==> src/rtl/ctxirq_pkg.sv <==
package ctxirq_pkg;
    localparam int DW       = 8;
    localparam int ADDR_W   = 3;
    localparam int NCTX     = 2;
    localparam int EN_W     = 12;
    localparam int FLAG_W   = 12;
    localparam int EN_LO_W  = 4;
    localparam int EN_HI_W  = EN_W - EN_LO_W;
    localparam int FLAG_HI_W = FLAG_W - DW;
    localparam int CTX_BIT  = 4;
    localparam int MASK0_BIT = 4;
    localparam logic [DW-1:0] TAG_NONE = 8'hFF;
    localparam logic [DW-1:0] MODE_RST = 8'h0C;

    typedef enum logic [ADDR_W-1:0] {
        A_MODE    = 3'd0,
        A_EN_LO   = 3'd1,
        A_EN_HI   = 3'd2,
        A_FLAG_LO = 3'd3,
        A_FLAG_HI = 3'd4
    } reg_addr_e;

    typedef struct packed {
        logic [EN_W-1:0] en;
        logic            mask;
    } ctx_state_t;

    // A boundary hands over control unless the mode's low bits pin the current context.
    function automatic logic swap_needed(input logic [DW-1:0] mode);
        return mode[CTX_BIT] ? (mode[1:0] != 2'b01) : (mode[1:0] != 2'b10);
    endfunction
endpackage

==> src/rtl/ctxirq_mode.sv <==
module ctxirq_mode
    import ctxirq_pkg::*;
(
    input  logic          clk,
    input  logic          rst,
    input  logic          wr_en,
    input  logic [DW-1:0] wdata,
    input  logic          boundary,
    output logic [DW-1:0] mode_q
);
    logic [DW-1:0] mode_d;

    always_comb begin
        mode_d = mode_q;
        if (wr_en) begin
            mode_d = wdata;
            mode_d[CTX_BIT] = mode_q[CTX_BIT];
        end
        if (boundary && swap_needed(mode_q))
            mode_d[CTX_BIT] = ~mode_q[CTX_BIT];
    end

    always_ff @(posedge clk) begin
        if (rst) mode_q <= MODE_RST;
        else     mode_q <= mode_d;
    end
endmodule

==> src/rtl/ctxirq_tag.sv <==
module ctxirq_tag
    import ctxirq_pkg::*;
(
    input  logic          clk,
    input  logic          rst,
    input  logic          queue,
    input  logic          commit,
    input  logic          cur_ctx,
    output logic [DW-1:0] tag_q
);
    always_ff @(posedge clk) begin
        if (rst)         tag_q <= TAG_NONE;
        else if (queue)  tag_q <= {{(DW-1){1'b0}}, cur_ctx};
        else if (commit) tag_q <= TAG_NONE;
    end
endmodule

==> src/rtl/ctxirq_bank.sv <==
module ctxirq_bank
    import ctxirq_pkg::*;
(
    input  logic                        clk,
    input  logic                        rst,
    input  logic                        wr_lo,
    input  logic                        wr_hi,
    input  logic [DW-1:0]               wdata,
    input  logic                        tgt,
    output ctx_state_t [NCTX-1:0]       st
);
    for (genvar g = 0; g < NCTX; g++) begin : g_ctx
        always_ff @(posedge clk) begin
            if (rst) begin
                st[g].en   <= '0;
                st[g].mask <= 1'b1;
            end else begin
                if (wr_lo) begin
                    st[g].mask <= wdata[MASK0_BIT + g];
                    if (tgt == 1'(g))
                        st[g].en[EN_LO_W-1:0] <= wdata[EN_LO_W-1:0];
                end
                if (wr_hi && tgt == 1'(g))
                    st[g].en[EN_W-1:EN_LO_W] <= wdata[EN_HI_W-1:0];
            end
        end
    end
endmodule

==> src/rtl/ctxirq_flags.sv <==
module ctxirq_flags
    import ctxirq_pkg::*;
(
    input  logic              clk,
    input  logic              rst,
    input  logic [FLAG_W-1:0] set_i,
    input  logic [FLAG_W-1:0] clr_i,
    output logic [FLAG_W-1:0] flag_q
);
    always_ff @(posedge clk) begin
        if (rst) flag_q <= '0;
        else     flag_q <= (flag_q & ~clr_i) | set_i;
    end
endmodule

==> src/rtl/ctxirq_regs.sv <==
module ctxirq_regs
    import ctxirq_pkg::*;
(
    input  logic              clk,
    input  logic              rst,
    input  logic [ADDR_W-1:0] reg_addr,
    input  logic              reg_wr,
    input  logic [DW-1:0]     reg_wdata,
    output logic [DW-1:0]     reg_rdata,
    input  logic              boundary,
    input  logic              defer_queue,
    input  logic              defer_commit,
    input  logic [FLAG_W-1:0] flag_set,
    input  logic [FLAG_W-1:0] flag_clr,
    output logic              active_ctx,
    output logic [DW-1:0]     pending_tag
);
    logic [DW-1:0]         mode_q;
    logic [DW-1:0]         tag_q;
    logic [FLAG_W-1:0]     flag_q;
    ctx_state_t [NCTX-1:0] st;
    logic [NCTX-1:0]       mask_vec;
    logic                  tgt_ctx;
    ctx_state_t            act_st;

    assign active_ctx  = mode_q[CTX_BIT];
    assign pending_tag = tag_q;
    assign tgt_ctx     = (tag_q != TAG_NONE) ? tag_q[0] : active_ctx;
    assign act_st      = st[active_ctx];

    for (genvar g = 0; g < NCTX; g++) begin : g_mask
        assign mask_vec[g] = st[g].mask;
    end

    ctxirq_mode u_mode (
        .clk(clk), .rst(rst),
        .wr_en(reg_wr && reg_addr == A_MODE),
        .wdata(reg_wdata), .boundary(boundary), .mode_q(mode_q)
    );

    ctxirq_tag u_tag (
        .clk(clk), .rst(rst), .queue(defer_queue), .commit(defer_commit),
        .cur_ctx(active_ctx), .tag_q(tag_q)
    );

    ctxirq_bank u_bank (
        .clk(clk), .rst(rst),
        .wr_lo(reg_wr && reg_addr == A_EN_LO),
        .wr_hi(reg_wr && reg_addr == A_EN_HI),
        .wdata(reg_wdata), .tgt(tgt_ctx), .st(st)
    );

    ctxirq_flags u_flags (
        .clk(clk), .rst(rst), .set_i(flag_set), .clr_i(flag_clr), .flag_q(flag_q)
    );

    always_comb begin
        reg_rdata = '0;
        case (reg_addr)
            A_MODE:    reg_rdata = mode_q;
            A_EN_LO:   reg_rdata = {{(DW-NCTX-EN_LO_W){1'b0}}, mask_vec, act_st.en[EN_LO_W-1:0]};
            A_EN_HI:   reg_rdata = act_st.en[EN_W-1:EN_LO_W];
            A_FLAG_LO: reg_rdata = flag_q[DW-1:0];
            A_FLAG_HI: reg_rdata = {{(2*DW-FLAG_W){1'b0}}, flag_q[FLAG_W-1:DW]};
            default:   reg_rdata = '0;
        endcase
    end
endmodule

==> config.mk <==
export PLATFORM = sky130hd
export DESIGN_NAME = ctxirq_regs
export DESIGN_NICKNAME = d
export VERILOG_FILES = /design/src/rtl/ctxirq_pkg.sv /design/src/rtl/ctxirq_mode.sv /design/src/rtl/ctxirq_tag.sv /design/src/rtl/ctxirq_bank.sv /design/src/rtl/ctxirq_flags.sv /design/src/rtl/ctxirq_regs.sv
export SDC_FILE = /design/constraint.sdc
export NUM_CORES = 1
export LEC_CHECK = 0
export BUFFER_PORTS_ARGS = -buffer_cell sky130_fd_sc_hd__clkbuf_2
export CORE_MARGIN = 3
export CORE_UTILIZATION = 50
export CTS_BUF_LIST = sky130_fd_sc_hd__clkbuf_8
export DETAILED_ROUTE_END_ITERATION = 7
export PLACE_DENSITY = 0.78
export RECOVER_POWER = 50
export SKIP_LAST_GASP = 1
export SYNTH_ARGS = -nofsm -noshare
export SYNTH_HDL_FRONTEND = slang
export SYNTH_SLANG_ARGS = --single-unit
export TNS_END_PERCENT = 10
==> constraint.sdc <==
create_clock -name clk -period 1.7 [get_ports clk]
set_input_delay 0.255 -clock clk [delete_from_list [all_inputs] [get_ports clk]]
set_output_delay 0.255 -clock clk [all_outputs]
set_load 0.03 [all_outputs]
==> results.txt <==
----------------------------------------------------
[GRT]
  Antenna violations before repair ... 0
  Total global routing overflow ... 0
  Global-route wire length before repair ... about 8400 um
  Via count of the first global-routing pass ... around 1800
  Overall global routing resource usage ... around a fifth
  Pin count of the biggest net entering global routing ... 26

[Critical path]
  Largest fanout on the critical path ... 14
  Reg2reg path depth ... 4
  Type of destination of the critical path ... output pin
  Worst path arrival time ... around 1.7 ns
  Type of the worst setup path ... reg2out
  Critical path required time ... about 1.4 ns
  Launching element type of the critical path ... register

[Synth]
  Number of synthesized register bits ... 48
  Adder and majority cell fraction of the synthesized area ... 0%
  Seq/Total Area, Yosys ... 40.6%
  Post-synthesis share of cell area spent on xor and xnor gates ... 0%
  Most instantiated flip-flop cell in the synthesis netlist ... sky130_fd_sc_hd__dfxtp_1
  Fraction of registers with async set or reset after synthesis ... 0%
  Syn. warnings ... 0
  Multiplexer area fraction after synthesis ... a little under a fifth
  Mapped Avg Cell Area ... ~9.6 sq um
  Compound-gate portion of the synthesized area ... about an eighth
  Post-synth EDFFs ... 0
  Post-synth net total ... 288
  Number of distinct library cell variants in the gate-level netlist after synthesis ... 36
  Fraction of the mapped netlist area in simple logic gates ... 21.0%
  Combinational family with the most area after synthesis ... simple AND/OR/NAND/NOR gates
  Area of the mapped netlist ... 2360 sq um
  Synth Instances ... between 200 and 250

[Finish]
  Total inserted antenna cells ... 0
  Synth-to-layout area growth ... 19.3%
  Share of cells above drive strength 1 ... between 20% and 30%
  Filler cells ... 373
  Final net count ... about 340
  End-of-flow core utilization ... between 60% and 70%
  Final standard cell count with taps included and fillers excluded ... between 300 and 400

[Place]
  Pre-CTS WS ... approximately 0.021 ns
  Number of placed instances, taps included ... 348
  Final Wtd Congestion ... 0.779
  Detailed Place HPWL ... about 3800 um
  I/O Buffers ... 57

[Power]
  VDD IR-drop max ... a little under 600 uV
  Total power divided by cell area ... 805 nW/um^2
  Reported leakage power ... about 0.0013 uW
  Overall power ... roughly 2300 uW

[Route]
  Vias ... 1893
  Top layer used by detailed routing ... met4
  Routed length on met1 ... around 2300 um
  Violation count after the first detailed-routing iteration ... between 80 and 90
  Wire length on met3 ... slightly above 200 um
  Via-to-Cell Ratio ... between 5 and 6
  First drt pass iteration count ... 4
  Routed wire length ... approximately 5000 um
  Number of DRC violations after detailed routing ... 0
  Post-DRT Antenna Nets ... 0
  Detailed route wirelength on metal2 ... around 2500 um
  Wire length per cell after detailed routing ... around 14 um

[Floorplanning]
  Horizontal die dimension ... 74.8 um
  Height of the chip ... approximately 75 um
  Core outline area ... around 4500 sq um
  Effective utilization at floorplan ... a little over half
  Rows ... 24
  Area of the die ... approximately 5600 sq um
  Ports ... 58

[Worst hold path]
  Worst Hold Class ... in2reg
  Number of cells on the worst hold path ... 2

[Clock network]
  Skew-Pair Late Insertion Delay ... roughly 0.30 ns
  Total CTS buffers ... 5
  CTS H-Tree Depth ... 2
  Setup repair bufs after CTS ... 0
  CTS tree ... built
  CTS Buffer Depth ... 2
  Clk sink count ... 48
  Root cell of the clock tree ... sky130_fd_sc_hd__clkbuf_8
  Clock slew seen by the registers of the worst setup and hold paths ... 0.09 ns

[STA]
  Actual transition at the worst max-transition pin ... roughly 0.84 ns
  Hold violation count in the final report ... 0
  Setup violations, final ... 8
  Setup repair after global routing missed its margin ... true
  Maximum operating frequency ... roughly 500 MHz
  Fraction of the cycle the final worst path needs ... 115%
  Final critical-path setup slack ... -0.250 ns
  Worst hold slack ... about 0.16 ns
  Setup Skew ... ~0.015 ns
  Tmin final ... 1.95 ns
  Worst slew slack as a fraction of its limit ... ~44%
  Pins Over Slew Limit ... 0

[Status]
  Violations in the final reports ... negative setup slack
  Run status ... finished with violations

[Flow run]
  Max-cap violations ... 0

----------------------------------------------------
registers in the layout, indices dropped and copies added (netlist names):
register / count
u_tag.tag_q: 2
u_mode.mode_q: 8
u_bank.st: 26
u_flags.flag_q: 12
report_power, final:
group / internal (uW) / total (uW) / switching, uW / leakage, uW
Clock: 366 / 724 / 359 / 0.0000557
Sequential: 1160 / 1190 / 28.5 / 0.000393
Combinational: 155 / 356 / 201 / 0.000831
Total: 1680 / 2270 / 588 / 0.00128
layout make-up:
cell class	count	area, sq um	area share [%]
sequential	48	965	34.2
clock buffer	7	96.3	3.41
clock inverter	1	3.75	0.133
inverter	14	52.6	1.86
multi-input combinational	165	1260	44.7
timing repair buffer	69	379	13.4
tap	52	65.1	2.31
Yosys cell counts, types with 3 or more instances:
cell / count / area (sq um)
sky130_fd_sc_hd__dfxtp_1: 48 / 961
sky130_fd_sc_hd__clkbuf_1: 7 / 26.3
sky130_fd_sc_hd__inv_1: 14 / 52.6
sky130_fd_sc_hd__mux2i_1: 32 / 320
sky130_fd_sc_hd__a21oi_1: 18 / 90.1
sky130_fd_sc_hd__a32oi_1: 6 / 52.6
sky130_fd_sc_hd__a211o_1: 4 / 35.0
sky130_fd_sc_hd__buf_4: 7 / 52.6
sky130_fd_sc_hd__nand2b_1: 33 / 206
sky130_fd_sc_hd__nor2_1: 21 / 78.8
sky130_fd_sc_hd__buf_2: 5 / 25.0
sky130_fd_sc_hd__nand3_1: 3 / 15.0
sky130_fd_sc_hd__nand2_1: 4 / 15.0
sky130_fd_sc_hd__mux2_2: 8 / 90.1
sky130_fd_sc_hd__nor2b_1: 10 / 62.6
timing repair:
action                     4_1_cts  5_1_grt
pin swaps                        0        1
gates resized for setup          6        6
hold buffers                     0        0
setup endpoints to repair        7        7
cloned                           0        0
critical path, stage by stage (launching register included):
cell	delay [ns]
sky130_fd_sc_hd__dfxtp_4	0.37
sky130_fd_sc_hd__buf_12	0.15
sky130_fd_sc_hd__mux2i_1	0.15
sky130_fd_sc_hd__a2111oi_2	0.40
sky130_fd_sc_hd__a31o_2	0.15
sky130_fd_sc_hd__clkbuf_4	0.18
logic make-up (layout without fill, tap and decap cells):
group | Yosys count | after routing
flip-flops | 48 | 48
AO/OA/AOI/OAI | 42 | 42
AND/OR/NAND/NOR | 81 | 81
buffers and inverters | 34 | 91
multiplexers | 42 | 42
per-stage QoR:
step / TNS [ns] / cell area [sq um]
global placement: 0 / 2710
detailed placement: 0 / 2710
floorplan: -0.0332 / 2380
CTS: -1.61 / 2830
global route: -2.09 / 2820
finish: -1.56 / 2820
metal layers:
metal,up-vias,track usage (%)
met5,-,0
met4,0,5.93
met3,6,4.01
met2,40,32.6
met1,893,26.1
li1,954,-
cells in the final DEF, fill, tap and decap left out, drive strengths merged, types with 2 or more instances in the layout:
cell type	netlist	layout
a2111oi	2	2
a211o	4	4
a21oi	19	19
a31o	2	2
a32oi	6	6
and3	2	2
buf	13	9
clkbuf	7	67
dfxtp	48	48
inv	14	15
mux2	9	9
mux2i	32	32
nand2	4	4
nand2b	33	33
nand3	3	3
nor2	21	21
nor2b	10	10
nor3	2	2
nor3b	2	2
o211ai	2	2
o21bai	2	2
path summary, 6_finish.rpt:
kind / startpoint / to / slack, ns
hold reg to reg: u_bank.st[4] / u_bank.st[4] / 0.48
setup reg to reg: u_mode.mode_q[4] / u_bank.st[11] / 0.19
hold / removal: defer_queue / u_tag.tag_q[6] / 0.16
setup / recovery: u_mode.mode_q[4] / reg_rdata[6] / -0.25
(Power assumes the default switching activity.)
